--- config.mk ---
export PLATFORM = sky130hd
export DESIGN_NAME = msr_shift_reg
export DESIGN_NICKNAME = d
export VERILOG_FILES = /design/src/rtl/msr_pkg.sv /design/src/rtl/msr_rst_sync.sv /design/src/rtl/msr_bit_mux.sv /design/src/rtl/msr_next.sv /design/src/rtl/msr_reg.sv /design/src/rtl/msr_shift_reg.sv
export SDC_FILE = /design/constraint.sdc
export NUM_CORES = 1
export LEC_CHECK = 0
export CORE_AREA = 5 5 42 44
export DETAILED_ROUTE_END_ITERATION = 8
export DIE_AREA = 0 0 47 49
export GPL_TIMING_DRIVEN = 0
export PLACE_DENSITY_LB_ADDON = 0.1
export REMOVE_ABC_BUFFERS = 1
export SYNTH_ARGS = -nofsm -noshare
export SYNTH_HDL_FRONTEND = slang
export SYNTH_SLANG_ARGS = --single-unit
--- constraint.sdc ---
create_clock -name clk -period 0.8 [get_ports clk]
set_clock_uncertainty 0.1 [all_clocks]
set_input_delay 0.12 -clock clk [delete_from_list [all_inputs] [get_ports clk]]
set_output_delay 0.12 -clock clk [all_outputs]
set_load 0.1 [all_outputs]
--- src/rtl/msr_pkg.sv ---
package msr_pkg;
  typedef enum logic [2:0] {
    OP_KEEP  = 3'd0,
    OP_ZERO  = 3'd1,
    OP_SRA   = 3'd2,
    OP_SL    = 3'd3,
    OP_ROTL  = 3'd4,
    OP_SRL   = 3'd5,
    OP_LOAD  = 3'd6,
    OP_INV   = 3'd7
  } msr_op_e;

  localparam int OP_W     = 3;
  localparam int OP_COUNT = 1 << OP_W;
endpackage

--- src/rtl/msr_rst_sync.sv ---
module msr_rst_sync #(
  parameter int STAGES = 2
) (
  input  logic clk,
  input  logic rst_n,
  output logic rst_n_sync
);
  logic [STAGES-1:0] chain;

  always_ff @(posedge clk or negedge rst_n) begin
    if (!rst_n) chain <= '0;
    else        chain <= {chain[STAGES-2:0], 1'b1};
  end

  assign rst_n_sync = chain[STAGES-1];
endmodule

--- src/rtl/msr_bit_mux.sv ---
module msr_bit_mux
  import msr_pkg::*;
(
  input  logic [OP_COUNT-1:0] cand,
  input  logic [OP_W-1:0]     sel,
  output logic                y
);
  always_comb y = cand[sel];
endmodule

--- src/rtl/msr_next.sv ---
module msr_next
  import msr_pkg::*;
#(
  parameter int WIDTH = 4
) (
  input  logic [WIDTH-1:0] q,
  input  logic [WIDTH-1:0] par_in,
  input  logic             ser_in,
  input  logic [OP_W-1:0]  op,
  output logic [WIDTH-1:0] d,
  output logic             en
);
  localparam int TOP = WIDTH - 1;

  always_comb en = (op != OP_KEEP);

  for (genvar i = 0; i < WIDTH; i++) begin : g_bit
    logic sra_src, srl_src, sl_src, rotl_src;
    logic [OP_COUNT-1:0] cand;

    if (i == TOP) begin : g_top
      always_comb begin
        sra_src = q[TOP];
        srl_src = 1'b0;
      end
    end else begin : g_mid_hi
      always_comb begin
        sra_src = q[i+1];
        srl_src = q[i+1];
      end
    end

    if (i == 0) begin : g_bot
      always_comb begin
        sl_src   = ser_in;
        rotl_src = q[TOP];
      end
    end else begin : g_mid_lo
      always_comb begin
        sl_src   = q[i-1];
        rotl_src = q[i-1];
      end
    end

    always_comb begin
      cand          = '0;
      cand[OP_KEEP] = q[i];
      cand[OP_ZERO] = 1'b0;
      cand[OP_SRA]  = sra_src;
      cand[OP_SL]   = sl_src;
      cand[OP_ROTL] = rotl_src;
      cand[OP_SRL]  = srl_src;
      cand[OP_LOAD] = par_in[i];
      cand[OP_INV]  = ~q[i];
    end

    msr_bit_mux u_mux (
      .cand (cand),
      .sel  (op),
      .y    (d[i])
    );
  end
endmodule

--- src/rtl/msr_reg.sv ---
module msr_reg #(
  parameter int WIDTH = 4
) (
  input  logic             clk,
  input  logic             rst_n,
  input  logic             en,
  input  logic [WIDTH-1:0] d,
  output logic [WIDTH-1:0] q
);
  always_ff @(posedge clk or negedge rst_n) begin
    if (!rst_n)  q <= '0;
    else if (en) q <= d;
  end
endmodule

--- src/rtl/msr_shift_reg.sv ---
module msr_shift_reg
  import msr_pkg::*;
#(
  parameter int WIDTH = 4
) (
  input  logic             clk,
  input  logic             rst_n,
  input  logic [2:0]       op,
  input  logic [WIDTH-1:0] par_in,
  input  logic             ser_in,
  output logic [WIDTH-1:0] q
);
  logic             rst_n_sync;
  logic             reg_en;
  logic [WIDTH-1:0] q_next;
  logic [WIDTH-1:0] q_int;

  msr_rst_sync #(.STAGES(2)) u_rst (
    .clk        (clk),
    .rst_n      (rst_n),
    .rst_n_sync (rst_n_sync)
  );

  msr_next #(.WIDTH(WIDTH)) u_next (
    .q      (q_int),
    .par_in (par_in),
    .ser_in (ser_in),
    .op     (op),
    .d      (q_next),
    .en     (reg_en)
  );

  msr_reg #(.WIDTH(WIDTH)) u_reg (
    .clk   (clk),
    .rst_n (rst_n_sync),
    .en    (reg_en),
    .d     (q_next),
    .q     (q_int)
  );

  assign q = q_int;
endmodule

## Word level (Yosys, flattened, before mapping)

Index checks and enable logic that the tools add are counted.

- Order comparisons: 1
- Reduce and logical (&&, ||, !) cells: 1
- Mux-type cells: 8
- Bitwise operators: 4

Operators with widths:

| operator | count |
|---|---|
| 1-bit binary-select mux with 3-bit select | 4 |
| 3-bit by 4-bit < comparator with 1-bit output (second input constant) | 1 |
| 1-bit 2-to-1 mux | 4 |
| 1-bit NOT | 4 |
| 3-bit nonzero test | 1 |

- Input bits: 10
- Register bits after elaboration: 6
- Output and inout bits: 4
- Word-level logic and storage cells: 16

## Depth between registers and ports, before layout

- Word-level depth: 3
- Gate-level depth with buffers: 4
- Mapped depth without buffers: 3

## Modules after synthesis

A second synthesis with hierarchy kept.

- Cells, all modules: 29
- Area total of the unflattened synthesis: 479.2 µm²

By module, submodules not included:

| module | cells each | area each (µm²) | instances | seq. area each (µm²) |
|---|---|---|---|---|
| msr_bit_mux | 3 | 63.8 | 4 | 0.0 |
| msr_reg | 8 | 145.1 | 1 | 100.1 |
| msr_rst_sync | 3 | 53.8 | 1 | 50.0 |
| msr_next | 6 | 25.0 | 1 | 0.0 |

## Worst setup path before layout

OpenSTA, ideal clock, no wires.

- Path type: register -> register
- Start: register u_reg.q[2]
- End: register with a tool-made name
- Setup slack: -846 ps
- Path buffers: 0
- Setup time: 87 ps
- Stages on the path, launching flop included: 4
- Data required time: 613 ps
- Data arrival time: 1459 ps
- Period minus slack after synthesis: 1646 ps
- Cells stage by stage: dfrtp_1 > nor2b_1 > mux2i_1 > o211ai_1

RTL lines:

| item | line | source |
|---|---|---|
| from (decl) | msr_reg.sv:8 | `output logic [WIDTH-1:0] q` |
| from (signal assigned) | msr_reg.sv:11 | `if (!rst_n) q <= '0;` |
| from (signal assigned) | msr_reg.sv:12 | `else if (en) q <= d;` |

==> flow_metrics.py <==
metrics = {
    "job": {
        "max_cap_violations": 0,
    },
    "logic_synthesis": {
        "yosys_warnings": 0,
        "synth-compound-area-share_pct": 21.94,
        "ys_seq_elements": 6,
        "synth-xor-area-share_pct": 0,
        "ys_seq_area_share_pct": 38.71,
        "syn_inst": 42,
        "synthSimpleGateAreaFrac_pct": 19.03,
        "syn_avg_cell_area_um2": 9.235,
        "synth.area.mux_share_pct": 12.90,
        "synth_area_um2": 387.9,
        "yosys.cell_types.count": 21,
        "synth_fa_ha_area_share_pct": 0,
        "synth_top_family_by_area": "compound AO/OA/AOI/OAI gates",
    },
    "timing": {
        "hold_viol": 6,
        "rsz0062_at_grt": "yes",
        "fin_ws_ns": -0.3385,
        "setup_viol": 8,
        "fin_crit_ns": 1.138,
        "max_freq_mhz": 878.4,
        "maxSlewViolCount": 0,
        "whs_ns": -0.05387,
        "period_share_pct": 142.3,
    },
    "route": {
        "ant_nets": 0,
        "drt_wl_total_um": 879,
        "first_pass_iters": 4,
        "dr.first_iter.drc_count": 2,
        "vias": 370,
        "drcViolationCount": 0,
        "vias_per_cell": 5.139,
        "wl_per_cell_um": 12.21,
    },
    "cts": {
        "htreeDepth": 1,
        "cts_buffers": 3,
        "cts_tree": "built",
        "cts_max_path_buffers": 2,
        "clk_pin_slew_worst_paths_ns": 0.04,
        "clock_latency_ns": 0.23,
        "cts_sinks": 6,
        "cts_root_buf": "clkbuf_4",
    },
    "placement": {
        "finalWeightedCongestion": 0.8067,
        "dp_hpwl_um": 683.1,
        "numPlacedInstances": 68,
        "io_buffers": 13,
    },
    "die": {
        "start_util_pct": 27.68,
        "rows": 14,
        "die-area_um2": 2303,
        "die_x_um": 47,
        "core-area_um2": 1401,
        "die_h_um": 49,
        "io-pin-count": 14,
    },
    "critical_path": {
        "arrival_ns": 1.15,
        "cp-end-kind": "flip-flop",
        "reg2reg_slack_ns": -0.34,
        "cp.required_ns": 0.81,
        "critical_path_class": "flip-flop to flip-flop",
        "cp_max_fo": 5,
        "cpPeakStageDelay_ns": 0.44,
        "crit_slowest_cell": "dfrtp_2",
        "worstPathCellList": "and2b_1 > o311a_1",
        "start_kind": "flip-flop",
        "r2r-end": "u_reg.q[2]",
        "reg2regPathDepth": 2,
    },
    "global_route": {
        "grt_pass1_vias": 369,
        "grt_max_degree": 16,
        "antenna_found_initial": 0,
        "grt_pass1_wl_um": 1442,
        "overflow": 0,
        "track_usage_pct": 8.575,
    },
    "worst_hold_path": {
        "hold_class": "input pin to async pin",
    },
    "power": {
        "power.density_nw_per_um2": 2015,
        "p_leak_uw": 0.0002574,
        "irDropWorstVdd_mv": 1.028,
    },
    "status": {
        "outcome": "finished, violations left",
        "failed_checks": "hold timing, setup timing",
    },
    "finish": {
        "area_growth_pct": 52.90,
        "drive_gt1_share_pct": 25.00,
        "final_core_util_pct": 42.32,
        "n_fill_cell": 140,
        "antenna_cells": 0,
        "fin_nets": 68,
        "stdcell_count": 72,
    },
}
-- worst max path at each step --
| stage | startpoint | endpoint | depth (start not counted) |
|---|---|---|---|
| 2_1_floorplan | u_reg.q[2] | flip-flop | 3 |
| 3_3_place_gp | u_reg.q[1] | q[1] | 1 |
| 3_5_place_dp | u_reg.q[1] | q[1] | 1 |
| 4_1_cts | flip-flop | q[3] | 1 |
| 5_1_grt | u_reg.q[2] | u_reg.q[2] | 4 |
| 6_report | flip-flop | u_reg.q[2] | 2 |
-- kinds of logic (layout without fill, tap and decap cells) --
logic type	count (synthesis)	in the layout
multiplexers	5	5
other	1	1
AO/OA/AOI/OAI	12	12
flip-flops	6	6
buffers and inverters	4	18
AND/OR/NAND/NOR	14	14
-- per-stage QoR --
stage	worst slack (ns)	instance area (µm²)	TNS [ns]	power [µW]	hold slack [ns]
after floorplan	-0.8465	366.6	-4.690	693.4	-0.2756
after CTS	-0.3375	581.8	-2.432	1198	-0.06130
final	-0.3385	593.1	-2.331	1195	-0.05387
after global placement	-1.002	516.7	-7.311	845.8	-0.04352
after detailed placement	-1.012	516.7	-7.412	850.6	-0.03890
after global routing	-0.4010	593.1	-2.684	1277	-0.07332
-- repair_timing --
action                                 4_1_cts  5_1_grt
endpoints found under the hold margin        6        6
setup endpoints to repair                    8        8
resized for setup                           42        4
pin swaps                                    2        1
buffers inserted                             1        0
-- placed cells by master (no fill, tap or decap), drive strengths merged, types with 2 or more instances in the layout --
cell / instances
nor2: 2
buf: 5
o21ai: 4
dlygate4sd2: 2
a31oi: 3
dfrtp: 6
clkdlybuf4s50: 6
clkbuf: 3
nor2b: 2
mux2i: 5
o311a: 2
nand2: 5
-- cells in the mapped netlist --
library cell	instances	area, µm²
dfrtp_1	6	150.1
mux2i_1	5	50.05
nand2_1	5	18.77
a31oi_1	3	18.77
buf_2	2	10.01
nor2_1	2	7.510
nor2b_1	2	12.51
o21ai_0	2	10.01
o21ai_1	2	10.01
o311a_1	2	20.02
and2b_1	1	7.510
buf_6	1	11.26
conb_1	1	3.750
inv_1	1	3.750
nand2b_1	1	6.260
nand3_1	1	5.000
nand3b_1	1	7.510
nand4b_1	1	8.760
o2111ai_1	1	8.760
o211a_1	1	10.01
o211ai_1	1	7.510
-- final cells by class --
cell class / count / area, µm² / area share, %
multi-input combinational: 32 / 220.2 / 37.13
tap: 16 / 20.02 / 3.376
inverter: 1 / 3.754 / 0.6329
sequential: 6 / 155.1 / 26.16
clock buffer: 3 / 22.52 / 3.797
timing repair buffer: 14 / 171.4 / 28.90
-- per-layer routing --
layer	vias up	GRT usage, %	part of all wire, %
met5	-	0	0
met1	179	8.969	40
met2	11	13.35	51
li1	180	-	-
met3	0	6.642	9.1
met4	0	1.843	0
-- where the power goes --
group	total [µW]	switching (µW)	leakage, µW	internal (µW)
clock	262	93.2	0.0000138	169
sequential	404	59.5	0.0000668	345
combinational	529	313	0.000177	216
-- critical path, delay by kind of cell, from the launching register on --
kind            cells  cell delay (ns)
simple gates        1             0.18
flops               1             0.44
compound gates      1             0.29
No activity file was read; power rests on OpenSTA's default activity.
